<file path="config.mk">
export PLATFORM = sky130hd
export DESIGN_NAME = keyed_watchdog
export DESIGN_NICKNAME = d
export VERILOG_FILES = /design/src/rtl/keyed_watchdog_pkg.sv /design/src/rtl/keyed_watchdog_seq.sv /design/src/rtl/keyed_watchdog_cnt.sv /design/src/rtl/keyed_watchdog_pulse.sv /design/src/rtl/keyed_watchdog.sv
export SDC_FILE = /design/constraint.sdc
export NUM_CORES = 1
export LEC_CHECK = 0
export ABC_CLOCK_PERIOD_IN_PS = 2500
export BUFFER_PORTS_ARGS = -buffer_cell sky130_fd_sc_hd__buf_4
export CELL_PAD_IN_SITES_DETAIL_PLACEMENT = 0
export CELL_PAD_IN_SITES_GLOBAL_PLACEMENT = 2
export CORE_MARGIN = 10
export CORE_UTILIZATION = 32
export CTS_BUF_LIST = sky130_fd_sc_hd__clkbuf_16
export DETAILED_ROUTE_END_ITERATION = 6
export GPL_TIMING_DRIVEN = 0
export PLACE_DENSITY_LB_ADDON = 0.1
export SLEW_MARGIN = 15
export SYNTH_ARGS = -nofsm -noshare
export SYNTH_HDL_FRONTEND = slang
export SYNTH_SLANG_ARGS = --single-unit
export TNS_END_PERCENT = 1
</file>
<file path="constraint.sdc">
create_clock -name clk -period 2.5 [get_ports clk]
set_clock_uncertainty 0.2 [all_clocks]
set_input_delay 0.375 -clock clk [delete_from_list [all_inputs] [get_ports clk]]
set_output_delay 0.375 -clock clk [all_outputs]
set_load 0.02 [all_outputs]
</file>
<file path="src/rtl/keyed_watchdog_pkg.sv">
// Package: shared constants and the key-sequence state type.
// Assumes: consumers take defaults from here and may override them per instance.
package keyed_watchdog_pkg;
    localparam int          DEF_CNT_W      = 14;
    localparam int          DEF_PULSE_CLKS = 98;
    localparam logic [7:0]  DEF_REG_ADDR   = 8'hA6;
    localparam logic [7:0]  DEF_KEY_FIRST  = 8'h1E;
    localparam logic [7:0]  DEF_KEY_SECOND = 8'hE1;

    typedef enum logic [0:0] {
        KEY_WAIT  = 1'b0,
        KEY_ARMED = 1'b1
    } key_state_e;
endpackage

</file>
<file path="src/rtl/keyed_watchdog_seq.sv">
// Module: detects the two-byte key written to the watchdog address.
// It raises key_fire for one clock when the second byte directly follows the first.
// Assumes: one write per clock at most; any write while armed ends the arming.
module keyed_watchdog_seq
    import keyed_watchdog_pkg::*;
#(
    parameter logic [7:0] REG_ADDR   = DEF_REG_ADDR,
    parameter logic [7:0] KEY_FIRST  = DEF_KEY_FIRST,
    parameter logic [7:0] KEY_SECOND = DEF_KEY_SECOND
) (
    input  logic       clk,
    input  logic       rst_n,
    input  logic       wr_en,
    input  logic [7:0] wr_addr,
    input  logic [7:0] wr_data,
    output logic       key_fire
);
    key_state_e state_q, state_d;
    logic       hit_first, hit_second;

    // Decode the two key bytes at the watchdog address.
    always_comb begin
        hit_first  = wr_en && (wr_addr == REG_ADDR) && (wr_data == KEY_FIRST);
        hit_second = wr_en && (wr_addr == REG_ADDR) && (wr_data == KEY_SECOND);
    end

    // Next-state: arm on the first byte; any later write disarms.
    always_comb begin
        state_d = state_q;
        if (wr_en) begin
            if (state_q == KEY_ARMED) state_d = KEY_WAIT;
            else if (hit_first)       state_d = KEY_ARMED;
        end
    end

    // Fire only when the armed state meets the second byte.
    always_comb key_fire = (state_q == KEY_ARMED) && hit_second;

    // State register with synchronous reset.
    always_ff @(posedge clk) begin
        if (!rst_n) state_q <= KEY_WAIT;
        else        state_q <= state_d;
    end
endmodule

</file>
<file path="src/rtl/keyed_watchdog_cnt.sv">
// Module: the on/off flag and the tick counter.
// A key switches the watchdog on, or clears the count when already on; expiry switches it off.
// Assumes: tick is a single-clock strobe; expiry takes priority over a key in the same clock.
module keyed_watchdog_cnt #(
    parameter int CNT_W = 14
) (
    input  logic             clk,
    input  logic             rst_n,
    input  logic             tick,
    input  logic             idle_mode,
    input  logic             idle_pause_en,
    input  logic             pwr_down,
    input  logic             key_fire,
    output logic             wdt_on,
    output logic [CNT_W-1:0] cnt_q,
    output logic             expire
);
    localparam logic [CNT_W-1:0] CNT_MAX = {CNT_W{1'b1}};

    logic advance;

    // A tick counts unless power-down or paused idle holds it.
    always_comb advance = tick && !pwr_down && !(idle_mode && idle_pause_en);

    // Expiry is the count sitting at all ones while on.
    always_comb expire = wdt_on && (cnt_q == CNT_MAX);

    // On/off flag and counter update, expiry first.
    always_ff @(posedge clk) begin
        if (!rst_n) begin
            wdt_on <= 1'b0;
            cnt_q  <= '0;
        end else if (expire) begin
            wdt_on <= 1'b0;
            cnt_q  <= '0;
        end else if (key_fire) begin
            wdt_on <= 1'b1;
            cnt_q  <= '0;
        end else if (wdt_on && advance) begin
            cnt_q  <= cnt_q + 1'b1;
        end
    end
endmodule

</file>
<file path="src/rtl/keyed_watchdog_pulse.sv">
// Module: stretches a one-clock expiry strobe into a reset pulse of PULSE_CLKS clocks.
// Assumes: a new expiry does not arrive while a pulse is still running.
module keyed_watchdog_pulse #(
    parameter int PULSE_CLKS = 98
) (
    input  logic clk,
    input  logic rst_n,
    input  logic expire,
    output logic rst_out
);
    localparam int PW = (PULSE_CLKS < 2) ? 1 : $clog2(PULSE_CLKS + 1);

    generate
        if (PULSE_CLKS == 1) begin : g_single
            logic pulse_q;
            // Single-clock pulse: a delayed copy of the strobe.
            always_ff @(posedge clk) begin
                if (!rst_n) pulse_q <= 1'b0;
                else        pulse_q <= expire;
            end
            always_comb rst_out = pulse_q;
        end else begin : g_count
            logic [PW-1:0] left_q;
            // Load the width on expiry, then count down to zero.
            always_ff @(posedge clk) begin
                if (!rst_n)           left_q <= '0;
                else if (expire)      left_q <= PW'(PULSE_CLKS);
                else if (left_q != 0) left_q <= left_q - 1'b1;
            end
            always_comb rst_out = (left_q != '0);
        end
    endgenerate
endmodule

</file>
<file path="src/rtl/keyed_watchdog.sv">
// Module: top of the key-sequence watchdog.
// It joins the key detector, the counter and the pulse stretcher.
// Assumes: the write port has no read side and the count is never exposed.
module keyed_watchdog
    import keyed_watchdog_pkg::*;
#(
    parameter int         CNT_W      = DEF_CNT_W,
    parameter int         PULSE_CLKS = DEF_PULSE_CLKS,
    parameter logic [7:0] REG_ADDR   = DEF_REG_ADDR,
    parameter logic [7:0] KEY_FIRST  = DEF_KEY_FIRST,
    parameter logic [7:0] KEY_SECOND = DEF_KEY_SECOND
) (
    input  logic       clk,
    input  logic       rst_n,
    input  logic       cyc_tick,
    input  logic       wr_en,
    input  logic [7:0] wr_addr,
    input  logic [7:0] wr_data,
    input  logic       idle_mode,
    input  logic       idle_pause_en,
    input  logic       pwr_down,
    output logic       rst_out
);
    logic             key_fire;
    logic             wdt_on;
    logic [CNT_W-1:0] cnt_q;
    logic             expire;

    keyed_watchdog_seq #(
        .REG_ADDR(REG_ADDR), .KEY_FIRST(KEY_FIRST), .KEY_SECOND(KEY_SECOND)
    ) u_seq (
        .clk(clk), .rst_n(rst_n), .wr_en(wr_en), .wr_addr(wr_addr),
        .wr_data(wr_data), .key_fire(key_fire)
    );

    keyed_watchdog_cnt #(.CNT_W(CNT_W)) u_cnt (
        .clk(clk), .rst_n(rst_n), .tick(cyc_tick), .idle_mode(idle_mode),
        .idle_pause_en(idle_pause_en), .pwr_down(pwr_down), .key_fire(key_fire),
        .wdt_on(wdt_on), .cnt_q(cnt_q), .expire(expire)
    );

    keyed_watchdog_pulse #(.PULSE_CLKS(PULSE_CLKS)) u_pulse (
        .clk(clk), .rst_n(rst_n), .expire(expire), .rst_out(rst_out)
    );
endmodule

</file>
==> results.toml, run 1 <==
[pwr]
combinationalPowerShare_pct = 28.1
power.internal_uw = 783
p_seq_share_pct = 40.6
p_per_area_nw_per_um2 = 735
p_switching_uw = 302
power.share.switching_pct = 27.8
vdd_drop_max_v = 0.000280
power_uw = 1090
p_clk_share_pct = 31.3
p_leak_uw = 0.000550

[die]
fp-row-count = 21
die_x_um = 80.3
io_pins = 24
initial_core_util_pct = 34.1
core_um2 = 3420
die_area_um2 = 6450
die_h_um = 80.3

[global_routing]
grt_pass1_wl_mm = 4.33
grt_usage_pct = 8.24
grt_pass1_vias = 1012
grt-ovfl-total = 0
antenna_found_initial = 0
grt_start_max_net_pins = 14

[clocking]
htreeDepth = 1
cts.sink_count = 23
cts-resized-gates = 0
cts_buffers = 3
cts.path.max_buffers = 2
cts_tree = "yes"
cts_setup_buffers = 0
ctsHoldBuffers = 0
cts_root_buffer = "clkbuf_16"
clk_latency_ps = 250
clk_pin_slew_ps = 60

[worst_setup_path]
worstReg2RegEnd = "u_cnt.cnt_q[4]"
cp_data_arrival_time_ps = 2230
critPathKind = "reg2reg"
crit_chain = "ha_1 > nand3_1 > or4_1 > clkbuf_1 > o211ai_1 > buf_4 > nor2_1"
r2r-start = "u_cnt.cnt_q[0]"
critPathRequiredTime_ps = 2440
cp-end-kind = "flip-flop"
crit_fanout = 10
rrSetupSlack_ps = 210
reg2reg_depth = 7
startpoint_type = "flip-flop"
slowest_delay_ps = 520
slowest_stage = "or4_1"

[sta]
finalMaxSlewViolations = 0
min_period_ps = 2290
tightest_slew_ps = 485
rsz0062_at_grt = "no"
timing.final.crit_share_pct = 91.5
whs_ps = 190
fmax_mhz = 437
maxSlewHeadroom_pct = 67.5
hold_viol = 0
setup_tns_ps = 0
finalSetupViolCount = 0

[yosys]
synth_edf_count = 0
post_synth.cell_area_avg_um2 = 8.95
synth_seq_cells = 23
synth_area_um2 = 1160
synth_commonest_cells = "23 x dfxtp_1, 13 x nor2_1, 10 x xnor2_1"
synth_nets = 155
synthArstFlopShare_pct = 0
synth.most_common_cell = "dfxtp_1"
synthTopCellsByArea = "dfxtp_1 40%, xnor2_1 7.5%, nor2_1 4.2%"
synth_top_cell_by_area = "dfxtp_1"
synth_top_area_share_pct = 39.6
ys_seq_area_share_pct = 39.6
synth_cell_types = 39
syn-instance-count = 130
synth-main-ff-cell = "dfxtp_1"
yosysWarnings = 0

[detailed_routing]
drt_iter0_markers = 44
drc = 0
first_pass_iters = 4
detail_route.vias_per_cell = 4.97
drtAntennaViolNets = 0
vias = 1009
wl_per_cell_um = 12.4
drt_wl_total_mm = 2.51

[finish]
synthToLayoutAreaGrowth_pct = 26.9
final_nets = 183
drive_gt1_share_pct = 24.2
antenna_cells = 0

[job]
maxCapViolCount = 0

[hold_path]
hold_end = "u_seq.state_q"
hold_path.class = "in2reg"
hold_path_depth = 2
hp-start = "rst_n"

[placed_design]
portBuffers = 23
gpl.final_weighted_congestion = 0.696
hpwl_mm = 2.05

[outcome]
status = "finished, final reports clean"
-- layer usage --
metal | share of wire [%] | global-route usage, % | vias up
li1 | - | - | 528
met1 | 44 | 9.10 | 461
met2 | 50 | 14.4 | 18
met3 | 5.5 | 3.45 | 2
met4 | 0.40 | 1.58 | 0
met5 | 0 | 0 | -
-- logic make-up after synthesis --
kind of cell	synth area share, %
xor gates and xnor gates	8.28
and+or+nand+nor	30.9
adders and majority gates	2.15
DFF	39.6
buffers and inverters	4.73
muxes	1.83
AOI/OAI and AO/OA	12.6
-- worst max-delay path, delay by kind of cell, from the launching register on --
kind,cells,cell delay [ps]
fa+ha+maj,1,170
buf+inv,2,460
simple gates,3,730
flops,1,370
compound gates,1,250
-- metrics by stage --
stage | utilization (%) | instance area, um2 | setup slack [ps] | instances
CTS | 43.2 | 1470 | 96.4 | 203
global placement | 40.8 | 1390 | 140 | 199
global route | 43.2 | 1480 | 36.4 | 203
finish | 43.2 | 1480 | 213 | 203
detailed placement | 40.8 | 1390 | 108 | 199
floorplan | - | 1160 | 352 | 130
-- power groups by stage --
stage | logic [uW] | clock network, uW | registers (uW)
2_1_floorplan | 228 | 0 | 441
3_3_place_gp | 305 | 0 | 447
3_5_place_dp | 310 | 0 | 447
4_1_cts | 312 | 352 | 440
5_1_grt | 344 | 374 | 444
6_report | 305 | 340 | 440
-- placed cells by master, fill, tap and decap left out, types with 2 or more instances in the layout --
master	instances
o21ai_0	2
buf_4	24
nor2_1	13
nor3_1	3
xnor2_1	10
nor4_1	4
nand4_1	4
nor3b_1	2
or3_2	2
dfxtp_1	23
a21oi_1	7
a21boi_0	3
o31ai_1	6
nor4bb_1	3
nand3_1	6
ha_1	2
or4_1	5
nand2_1	6
inv_1	7
nand4b_1	2
clkbuf_16	3
-- how the worst max path moves through the flow --
| stage | startpoint | to | slack [ps] | depth (start not counted) |
|---|---|---|---|---|
| 2_1_floorplan | idle_mode | u_cnt.cnt_q[7] | 350 | 6 |
| 3_3_place_gp | u_cnt.cnt_q[0] | u_cnt.cnt_q[4] | 140 | 7 |
| 3_5_place_dp | u_cnt.cnt_q[0] | u_cnt.cnt_q[0] | 110 | 7 |
| 4_1_cts | u_cnt.cnt_q[0] | u_cnt.cnt_q[4] | 100 | 7 |
| 5_1_grt | u_cnt.cnt_q[0] | u_cnt.cnt_q[11] | 40 | 7 |
| 6_report | u_cnt.cnt_q[0] | u_cnt.cnt_q[4] | 210 | 7 |
-- flip-flops by register name, summed over array words and instances, names as in the netlist --
signal / count
u_cnt.wdt_on: 1
u_cnt.cnt_q: 14
u_seq.state_q: 1
u_pulse.g_count.left_q: 7
-- final cells by class --
class                      instances  area, um2
clock inverter                     1       5.00
fill                             354       1940
clock buffer                       3       75.1
sequential                        23        460
buffer                             5       31.3
inverter                           7       26.3
tap                               46       57.6
timing repair buffer              23        173
multi-input combinational         95        648
(Power assumes the default switching activity.)
==> run 2, diff against run 1 <==
--- a/config.mk
+++ b/config.mk
@@ -5,12 +5,12 @@
 export SDC_FILE = /design/constraint.sdc
 export NUM_CORES = 1
 export LEC_CHECK = 0
-export ABC_CLOCK_PERIOD_IN_PS = 2500
+export ABC_CLOCK_PERIOD_IN_PS = 2090
 export BUFFER_PORTS_ARGS = -buffer_cell sky130_fd_sc_hd__buf_4
 export CELL_PAD_IN_SITES_DETAIL_PLACEMENT = 0
 export CELL_PAD_IN_SITES_GLOBAL_PLACEMENT = 2
 export CORE_MARGIN = 10
-export CORE_UTILIZATION = 32
+export CORE_UTILIZATION = 30
 export CTS_BUF_LIST = sky130_fd_sc_hd__clkbuf_16
 export DETAILED_ROUTE_END_ITERATION = 6
 export GPL_TIMING_DRIVEN = 0
@@ -18,5 +18,6 @@
 export SLEW_MARGIN = 15
 export SYNTH_ARGS = -nofsm -noshare
 export SYNTH_HDL_FRONTEND = slang
+export SYNTH_HIERARCHICAL = 1
 export SYNTH_SLANG_ARGS = --single-unit
 export TNS_END_PERCENT = 1
==> constraint.sdc (replaced) <==
create_clock -name clk -period 2.09 [get_ports clk]
set_clock_uncertainty 0.2 [all_clocks]
set_input_delay 0.3135 -clock clk [delete_from_list [all_inputs] [get_ports clk]]
set_output_delay 0.3135 -clock clk [all_outputs]
set_load 0.02 [all_outputs]
==> run 2 against run 1 <==
Compared with the run above: clock power grew 21%; sequential cell count is the same; worst hold slack lost 50 ps; wire length grew 22%; synthesized cell count grew 4.6%; highest routed layer unchanged.
==> results.toml, run 2 <==
[outcome]
status = "finished, final reports clean"

[sta]
fmax_mhz = 513
setup_tns_ps = 0
whs_ps = 140
min_period_ps = 1950
maxSlewHeadroom_pct = 71.0
tightest_slew_ps = 430
finalMaxSlewViolations = 0
finalSetupViolCount = 0
rsz0062_at_grt = "no"
hold_viol = 0
timing.final.crit_share_pct = 93.3

[detailed_routing]
wl_per_cell_um = 14.3
drt_wl_total_mm = 3.06
detail_route.vias_per_cell = 5.21
first_pass_iters = 4
drtAntennaViolNets = 0
vias = 1114
drc = 0
drt_iter0_markers = 26

[die]
die_area_um2 = 7240
initial_core_util_pct = 31.3
core_um2 = 4060
io_pins = 24
die_x_um = 85.1
fp-row-count = 23
die_h_um = 85.1

[worst_setup_path]
worstReg2RegEnd = "u_cnt/cnt_q[10]"
slowest_stage = "or4_2"
slowest_delay_ps = 620
r2r-start = "u_cnt/cnt_q[0]"
rrSetupSlack_ps = 140
startpoint_type = "flip-flop"
critPathKind = "reg2reg"
cp-end-kind = "flip-flop"
reg2reg_depth = 5
critPathRequiredTime_ps = 2070
crit_chain = "ha_1 > and3_4 > nand3_4 > or4_2 > a21oi_1"
cp_data_arrival_time_ps = 1930
crit_fanout = 6

[clocking]
cts_tree = "yes"
htreeDepth = 1
clk_pin_slew_ps = 60
cts_root_buffer = "clkbuf_16"
cts_buffers = 3
clk_latency_ps = 250
cts.sink_count = 23
ctsHoldBuffers = 0
cts.path.max_buffers = 2

[finish]
final_nets = 191
synthToLayoutAreaGrowth_pct = 28.1
top_register = "u_cnt/cnt_q"
finalInstanceArea_um2 = 1630
reg_top3 = "u_cnt/cnt_q: 14 flops, u_pulse/g_count.left_q: 7 flops"
drive_gt1_share_pct = 28.7
layout_commonest_cell = "buf_4"
largest_reg_flops = 14
mostFrequentLayoutCells = "24 x buf_4, 23 x dfxtp_1, 13 x nor2_1"
final_util_pct = 40.1
antenna_cells = 0

[yosys]
synthArstFlopShare_pct = 0
synth_top_area_share_pct = 36.3
synth-main-ff-cell = "dfxtp_1"
synth_edf_count = 0
synth_area_um2 = 1270
post_synth.cell_area_avg_um2 = 9.34
synth_top_cell_by_area = "dfxtp_1"
synth.most_common_cell = "dfxtp_1"
syn-instance-count = 136
synth_seq_cells = 23
synth_commonest_cells = "23 x dfxtp_1, 13 x nor2_1, 7 x nand3_1"
ys_seq_area_share_pct = 36.3
synthTopCellsByArea = "dfxtp_1 36%, xnor2_1 4.1%, nor2_1 3.8%"
synth_cell_types = 48
synth_nets = 162
yosysWarnings = 6

[pwr]
p_leak_uw = 0.000668
p_switching_uw = 178
vdd_drop_max_v = 0.000304
p_clk_share_pct = 45.3
power.internal_uw = 729
p_per_area_nw_per_um2 = 557
p_seq_share_pct = 48.4
power.share.switching_pct = 19.6
power_uw = 906
combinationalPowerShare_pct = 6.3

[global_routing]
grt_pass1_vias = 1213
antenna_found_initial = 0
grt_pass1_wl_mm = 5.42
grt_usage_pct = 8.73
grt_start_max_net_pins = 13
grt-ovfl-total = 0

[hold_path]
hp-start = "rst_n"
hold_path_depth = 2
hold_path.class = "in2reg"
hold_end = "u_pulse/g_count.left_q[6]"

[placed_design]
gpl.final_weighted_congestion = 0.747
hpwl_mm = 2.37
portBuffers = 23
dpl_cell_area_um2 = 1510

[job]
maxCapViolCount = 0
## run 2: cell count changes in the layout (fill, tap and decap cells not counted), sizes merged, moves of 3 or more
cell    before  now
inv          7    4
nand4        4    7
nor2b        1    4
nor3         3    0
nor4bb       3    0
o21ai        2    6
xnor2       10    6
xor2         1    4
## run 2: layer usage
layer	global-route usage [%]	vias to the layer above	share of wire, %
met4	1.35	0	0.33
met2	15.7	17	52
met3	3.15	2	4.1
met5	0	-	0
li1	-	568	-
met1	9.67	527	44
## run 2: power groups by stage
| stage | registers, uW | logic (uW) | clock network (uW) |
|---|---|---|---|
| floorplan | 448 | 16.1 | 0 |
| global placement | 448 | 54.6 | 0 |
| detailed placement | 448 | 56.1 | 0 |
| CTS | 438 | 56.0 | 427 |
| global route | 438 | 62.6 | 444 |
| finish | 438 | 57.1 | 411 |
## run 2: worst max path at each step
stage                         startpoint               to  slack [ps]  cells past startpoint
6_report                  u_cnt/cnt_q[0]  u_cnt/cnt_q[10]         140                      5
5_1_grt                   u_cnt/cnt_q[0]  u_cnt/cnt_q[10]          10                      5
4_1_cts        u_pulse/g_count.left_q[2]          rst_out          30                      3
3_5_place_dp              u_cnt/cnt_q[0]   u_cnt/cnt_q[1]        -250                      7
3_3_place_gp              u_cnt/cnt_q[5]   u_cnt/cnt_q[6]        -230                      6
2_1_floorplan             u_cnt/cnt_q[5]   u_cnt/cnt_q[0]         190                      6
## run 2: repair_timing
item / 4_1_cts / 5_1_grt
gates cloned: 0 / 0
gates resized for setup: 1 / 5
pin swaps: 1 / 0
setup endpoints to repair: 10 / 4
endpoints found under the hold margin: 0 / 0
setup buffers: 1 / 0
## run 2: critical path, delay by kind of cell (launching register included)
family,cells,cell delay (ps)
and+or+nand+nor,3,930
adders and majority gates,1,210
AOI/OAI and AO/OA,1,170
DFF,1,360
## run 2: per-stage QoR
| stage | setup slack (ps) | std cells |
|---|---|---|
| final | 140 | 214 |
| after global routing | 11.2 | 214 |
| after CTS | 30.9 | 214 |
| after detailed placement | -247 | 209 |
| after global placement | -228 | 209 |
| after floorplan | 185 | 136 |
## run 2: final cells by class
cell class	count	area, um2
clock buffers	3	75.1
multi-input cells	106	812
repair buffers	24	180
inverters	3	11.3
well taps	50	62.6
clock inverters	1	3.75
plain buffers	4	21.3
flip-flops and latches	23	460
fillers	410	2430
## run 2: cell families (layout without fill, tap and decap cells)
logic type,after synthesis,after routing,share of synthesized area (%)
buf+inv,7,35,2.36
flops,23,23,36.3
mux,1,1,0.788
fa+ha+maj,3,3,2.96
xor+xnor,10,10,6.90
compound gates,23,23,12.4
simple gates,69,69,38.3
